`src/rtl/pkt_parse_pkg.sv`:
```
package pkt_parse_pkg;

    localparam int MAX_PKT_WORDS = 4;
    localparam int SLOT_W        = $clog2(MAX_PKT_WORDS);
    localparam int COUNT_W       = $clog2(MAX_PKT_WORDS + 1);

    typedef enum logic [1:0] {
        PC_PAIRED = 2'b00,
        PC_MORE   = 2'b01,
        PC_MARK   = 2'b10,
        PC_CLOSE  = 2'b11
    } grp_code_t;

    typedef enum logic [SLOT_W-1:0] {
        S_W0 = 2'd0,
        S_W1 = 2'd1,
        S_W2 = 2'd2,
        S_W3 = 2'd3
    } slot_state_t;

endpackage

```
`src/rtl/grp_code_decode.sv`:
```
module grp_code_decode
    import pkt_parse_pkg::*;
#(
    parameter int WORD_W   = 32,
    parameter int CODE_LSB = 14
) (
    input  logic [WORD_W-1:0] word_i,
    output logic              closes_o,
    output logic              paired_o,
    output logic              mark_o
);

    grp_code_t code;

    always_comb begin
        code     = grp_code_t'(word_i[CODE_LSB +: 2]);
        closes_o = 1'b0;
        paired_o = 1'b0;
        mark_o   = 1'b0;
        unique case (code)
            PC_PAIRED: begin
                closes_o = 1'b1;
                paired_o = 1'b1;
            end
            PC_CLOSE:  closes_o = 1'b1;
            PC_MARK:   mark_o   = 1'b1;
            PC_MORE:   ;
        endcase
    end

endmodule

```
`src/rtl/slot_fsm.sv`:
```
module slot_fsm
    import pkt_parse_pkg::*;
(
    input  logic              clk,
    input  logic              rst_n,
    input  logic              step_i,
    input  logic              closes_i,
    output logic [SLOT_W-1:0] pos_o,
    output logic              close_o,
    output logic              overrun_o
);

    slot_state_t state_q, state_d;

    always_ff @(posedge clk) begin
        if (!rst_n) state_q <= S_W0;
        else        state_q <= state_d;
    end

    always_comb begin
        state_d   = state_q;
        close_o   = 1'b0;
        overrun_o = 1'b0;
        if (step_i) begin
            if (closes_i) begin
                close_o = 1'b1;
                state_d = S_W0;
            end else begin
                unique case (state_q)
                    S_W0: state_d = S_W1;
                    S_W1: state_d = S_W2;
                    S_W2: state_d = S_W3;
                    S_W3: begin
                        overrun_o = 1'b1;
                        state_d   = S_W0;
                    end
                endcase
            end
        end
    end

    assign pos_o = state_q;

    p_hold_when_idle_r10: assert property (@(posedge clk) disable iff (!rst_n)
        !step_i |=> $stable(state_q));
    p_advance_r2: assert property (@(posedge clk) disable iff (!rst_n)
        (step_i && !closes_i && state_q != S_W3) |=> pos_o == $past(pos_o) + 2'd1);
    p_restart_r3: assert property (@(posedge clk) disable iff (!rst_n)
        (step_i && closes_i) |=> state_q == S_W0);
    p_resync_r9: assert property (@(posedge clk) disable iff (!rst_n)
        overrun_o |=> state_q == S_W0);

endmodule

```
`src/rtl/loop_mark_track.sv`:
```
module loop_mark_track
    import pkt_parse_pkg::*;
(
    input  logic              clk,
    input  logic              rst_n,
    input  logic              step_i,
    input  logic [SLOT_W-1:0] pos_i,
    input  logic              mark_i,
    input  logic              end_i,
    output logic              loop0_o,
    output logic              loop1_o
);

    logic first_mark_q, second_mark_q;

    always_ff @(posedge clk) begin
        if (!rst_n) begin
            first_mark_q  <= 1'b0;
            second_mark_q <= 1'b0;
        end else if (end_i) begin
            first_mark_q  <= 1'b0;
            second_mark_q <= 1'b0;
        end else if (step_i && mark_i) begin
            if (pos_i == SLOT_W'(0)) first_mark_q  <= 1'b1;
            if (pos_i == SLOT_W'(1)) second_mark_q <= 1'b1;
        end
    end

    assign loop0_o = first_mark_q;
    assign loop1_o = second_mark_q;

    p_loop1_after_second_r8: assert property (@(posedge clk) disable iff (!rst_n)
        second_mark_q |-> pos_i >= SLOT_W'(2));

endmodule

```
`src/rtl/pkt_boundary_parser.sv`:
```
module pkt_boundary_parser
    import pkt_parse_pkg::*;
#(
    parameter int WORD_W   = 32,
    parameter int CODE_LSB = 14
) (
    input  logic               clk,
    input  logic               rst_n,
    input  logic               in_valid,
    input  logic [WORD_W-1:0]  in_word,
    output logic               out_valid,
    output logic [SLOT_W-1:0]  out_pos,
    output logic               out_last,
    output logic               out_duplex,
    output logic [COUNT_W-1:0] out_count,
    output logic               out_loop0,
    output logic               out_loop1,
    output logic               out_illegal
);

    logic              w_closes, w_paired, w_mark;
    logic [SLOT_W-1:0] pos;
    logic              close, overrun;
    logic              loop0, loop1;

    grp_code_decode #(.WORD_W(WORD_W), .CODE_LSB(CODE_LSB)) u_dec (
        .word_i   (in_word),
        .closes_o (w_closes),
        .paired_o (w_paired),
        .mark_o   (w_mark)
    );

    slot_fsm u_fsm (
        .clk       (clk),
        .rst_n     (rst_n),
        .step_i    (in_valid),
        .closes_i  (w_closes),
        .pos_o     (pos),
        .close_o   (close),
        .overrun_o (overrun)
    );

    loop_mark_track u_loop (
        .clk     (clk),
        .rst_n   (rst_n),
        .step_i  (in_valid),
        .pos_i   (pos),
        .mark_i  (w_mark),
        .end_i   (close | overrun),
        .loop0_o (loop0),
        .loop1_o (loop1)
    );

    always_ff @(posedge clk) begin
        if (!rst_n) begin
            out_valid   <= 1'b0;
            out_pos     <= '0;
            out_last    <= 1'b0;
            out_duplex  <= 1'b0;
            out_count   <= '0;
            out_loop0   <= 1'b0;
            out_loop1   <= 1'b0;
            out_illegal <= 1'b0;
        end else begin
            out_valid   <= in_valid;
            out_pos     <= in_valid ? pos : '0;
            out_last    <= close;
            out_duplex  <= in_valid & w_paired;
            out_count   <= close ? COUNT_W'(pos) + COUNT_W'(1) : '0;
            out_loop0   <= close & loop0;
            out_loop1   <= close & loop1;
            out_illegal <= overrun;
        end
    end

    p_dup_closes_r4: assert property (@(posedge clk) disable iff (!rst_n)
        out_duplex |-> out_last);
    p_count_on_last_r6: assert property (@(posedge clk) disable iff (!rst_n)
        out_last |-> (out_count != '0 && out_count == COUNT_W'(out_pos) + COUNT_W'(1)));
    p_flags_only_last_r7: assert property (@(posedge clk) disable iff (!rst_n)
        (out_loop0 || out_loop1) |-> out_last);
    p_loop1_len_r8: assert property (@(posedge clk) disable iff (!rst_n)
        out_loop1 |-> out_count >= COUNT_W'(3));
    p_err_shape_r9: assert property (@(posedge clk) disable iff (!rst_n)
        out_illegal |-> (out_pos == SLOT_W'(MAX_PKT_WORDS - 1) && !out_last && out_count == '0));
    p_idle_quiet_r10: assert property (@(posedge clk) disable iff (!rst_n)
        !out_valid |-> !(out_last || out_illegal || out_duplex));

endmodule

```
`config.mk`:
```
export PLATFORM = sky130hd
export DESIGN_NAME = pkt_boundary_parser
export DESIGN_NICKNAME = d
export VERILOG_FILES = /design/src/rtl/pkt_parse_pkg.sv /design/src/rtl/grp_code_decode.sv /design/src/rtl/slot_fsm.sv /design/src/rtl/loop_mark_track.sv /design/src/rtl/pkt_boundary_parser.sv
export SDC_FILE = /design/constraint.sdc
export NUM_CORES = 1
export LEC_CHECK = 0
export BUFFER_PORTS_ARGS = -buffer_cell sky130_fd_sc_hd__buf_2
export CAP_MARGIN = 15
export CORE_UTILIZATION = 40
export CTS_CLUSTER_DIAMETER = 30
export CTS_CLUSTER_SIZE = 20
export DETAILED_ROUTE_END_ITERATION = 10
export GPL_ROUTABILITY_DRIVEN = 1
export PLACE_DENSITY = 0.87
export SETUP_SLACK_MARGIN = 0.02
export SYNTH_ARGS = -nofsm -noshare
export SYNTH_HDL_FRONTEND = slang
export SYNTH_HIERARCHICAL = 1
export SYNTH_SLANG_ARGS = --single-unit
```
`constraint.sdc`:
```
create_clock -name clk -period 1.7 [get_ports clk]
set_input_delay 0.085 -clock clk [delete_from_list [all_inputs] [get_ports clk]]
set_output_delay 0.085 -clock clk [all_outputs]
set_load 0.02 [all_outputs]
```
==> flow_summary_export.csv <==
group,metric,value,unit
worst_setup_path,crit_required,1.91,ns
clock_network,clkTransAtPathRegs,0.08,ns
grt,first_global_vias,359,
final_layout,post_layout_nonfiller_instances,89,
grt,use_met3,0.0167,
worst_setup_path,worst_path_max_delay_cell,"dfxtp_1",
grt,grt_pass1_wl,1350,um
floorplanning,ios,46,
final_layout,drive_above_1_share,0.324,
route,drt-total-wl,894,um
placed_design,place_congestion,0.744,
sta,relSlewSlack,0.842,
sta,rsz0062_at_grt,"no",
power,power,0.617,mW
synthesis,yosysUniqueCellTypes,16,
placed_design,dp_hpwl,684,um
power,ir_worst_vdd,260,uV
clock_network,clk_path_buf_depth,2,
synthesis,synthTopCellsByCount,"15 x dfxtp_1, 7 x and3_1, 7 x inv_1",
final_layout,antenna_cells,0,
sta,clock-skew-final,0.00337,ns
grt,use_met1,0.144,
worst_setup_path,cp_max_fo,7,
final_layout,area_growth,18.8,%
worst_setup_path,timing_worst_setup_path_type,"flop to flop",
route,drt_iter0_drc,8,
sta,max_freq,0.791,GHz
floorplanning,initial_core_util,0.439,
sta,fin_crit,1.26,ns
grt,grt_usage,0.126,
synthesis,synthTopCellsByArea,"dfxtp_1 51%, ha_1 13%, and3_1 7.5%",
synthesis,synth_flop_cell,"dfxtp_1",
worst_setup_path,crit_arrival,1.47,ns
floorplanning,core,0.00133,mm^2
clock_network,cts_tree,"yes",
worst_setup_path,crit_buf_inv,0,
floorplanning,die_y,40.3,um
clock_network,ctsHoldBuffers,0,
sta,final.period_utilization,0.743,
worst_setup_path,crit_path_cell_trace,"ha_1, nand2_1, nor2_1, or2_1, nand2b_1, a21oi_1",
grt,overflow,0,
clock_network,post_cts_buffers,0,
sta,hold_viol_final,0,
synthesis,synth_top_area_frac,0.513,
clock_network,root_buffer,"clkbuf_4",
synthesis,synth_cells,56,
synthesis,yosysSeqAreaShare,0.513,
sta,finalMaxSlewViolations,0,
worst_setup_path,end_kind,"flop",
hold_path,worst_hold_path_type,"input port to flop",
clock_network,clock-sinks,15,
final_layout,final_nets,116,
synthesis,synth_edf_count,0,
route,ant_nets,0,
grt,grt_busiest_layer,"met2",
worst_setup_path,critPathMaxStageDelay,0.38,ns
worst_setup_path,crit_family,"simple AND/OR/NAND/NOR gates",
worst_setup_path,start_kind,"flop",
grt,grt_max_degree,15,
route,viasPerCell,4.83,
grt,antenna_found_initial,0,
floorplanning,dieWidth,40.3,um
synthesis,synth_largest_area_cell,"dfxtp_1",
floorplanning,die_area,0.00162,mm^2
route,wl_per_cell,10.0,um
run_status,status,"finished clean",
placed_design,dp_cells,85,
power,p_leak,0.376,nW
clock_network,htreeDepth,1,
sta,setup_viol,0,
sta,setup_tns,0,ns
power,power.density,887,mW/mm^2
synthesis,synth_area,586,um^2
route,dr.pass1.iters,4,
synthesis,async_flop_share,0,
job,maxCapViolations,0,
clock_network,clk_latency,0.27,ns
floorplanning,rows,13,
route,drcViolationCount,0,
route,dr_total_vias,430,
clock_network,numCtsBuffers,3,
grt,use_met2,0.210,
placed_design,io_buffers,15,
synthesis,yosysMostFrequentCell,"dfxtp_1",
synthesis,ys_ff_latch,15,
synthesis,yosysWarnings,6,
synthesis,synthesis.nets,97,
sta,worst_slew_pin_slew,0.236,ns
clock_network,cts_resized,0,
synthesis,synth.avg_cell_area,10.5,um^2
==> power breakdown <==
part | internal (mW) | switching [mW] | total [mW]
logic | 0.0255 | 0.0349 | 0.0604
registers | 0.361 | 0.00622 | 0.367
clock network | 0.0870 | 0.103 | 0.190
==> placed cells by master (no fill, tap or decap), drive strengths merged, types with 2 or more instances in the layout <==
| cell type | netlist | routed |
|---|---|---|
| buf | 1 | 15 |
| dfxtp | 15 | 15 |
| and3 | 7 | 7 |
| inv | 7 | 7 |
| ha | 6 | 6 |
| and2 | 6 | 6 |
| clkbuf | 0 | 3 |
| nand2 | 2 | 2 |
| nor2 | 2 | 2 |
| nand2b | 2 | 2 |
| o22ai | 2 | 2 |
| a21oi | 2 | 2 |
==> area by class of cell <==
class | instances | area (um^2)
timing repair buffer | 15 | 75.1
clock inverter | 1 | 5.00
multi-input combinational | 33 | 248
sequential | 15 | 300
inverter | 7 | 26.3
tap | 15 | 18.8
fill | 113 | 638
clock buffer | 3 | 22.5
==> flip-flops by register name (all words and copies together) (netlist names) <==
register and flops:
out_count 3, out_last 1, out_duplex 1, out_loop1 1
out_valid 1, out_illegal 1, u_loop/loop0_o 1, out_loop0 1
out_pos 2, u_fsm/pos_o 2, u_loop/loop1_o 1
==> path summary, 6_finish.rpt <==
path / from / endpoint / slack (ns) / cells after the start
worst min-delay path: rst_n / u_fsm/pos_o[0]$_SDFFE_PN0P_ / 0.16 / 2
worst min register to register: u_loop/loop1_o$_SDFFE_PP0P_ / u_loop/loop1_o$_SDFFE_PP0P_ / 0.46 / 2
worst max register to register: u_fsm/pos_o[0]$_SDFFE_PN0P_ / u_loop/loop1_o$_SDFFE_PP0P_ / 0.44 / 6
worst max-delay path: u_fsm/pos_o[0]$_SDFFE_PN0P_ / u_loop/loop1_o$_SDFFE_PP0P_ / 0.44 / 6
==> per-stage QoR <==
stage,util,hold slack [ns],instance area (um^2),worst slack [ns]
6_report,0.522,0.163,696,0.436
5_1_grt,0.522,0.168,696,0.339
4_1_cts,0.522,0.155,696,0.433
3_5_place_dp,0.501,0.444,668,0.382
3_3_place_gp,0.501,0.433,668,0.412
2_1_floorplan,-,0.207,586,0.569
==> kinds of logic after synthesis <==
| logic type | after synthesis | synth area share |
|---|---|---|
| buffers and inverters | 8 | 0.0641 |
| DFF | 15 | 0.513 |
| adders and majority gates | 6 | 0.128 |
| AOI/OAI and AO/OA | 4 | 0.0385 |
| and+or+nand+nor | 23 | 0.256 |
==> layer usage <==
layer  vias up  share of wire  wire length, um
met5         -              0                0
met4         0              0                0
met3         0          0.064               57
met2        16           0.49              441
met1       196           0.44              395
li1        218              -                -
==> worst register-to-register path: stages, from the launching register on <==
cell and delay, ns:
dfxtp_1 0.38, ha_1 0.22, nand2_1 0.07, nor2_1 0.04, or2_1 0.21, nand2b_1 0.16, a21oi_1 0.12
(Power assumes the default switching activity.)
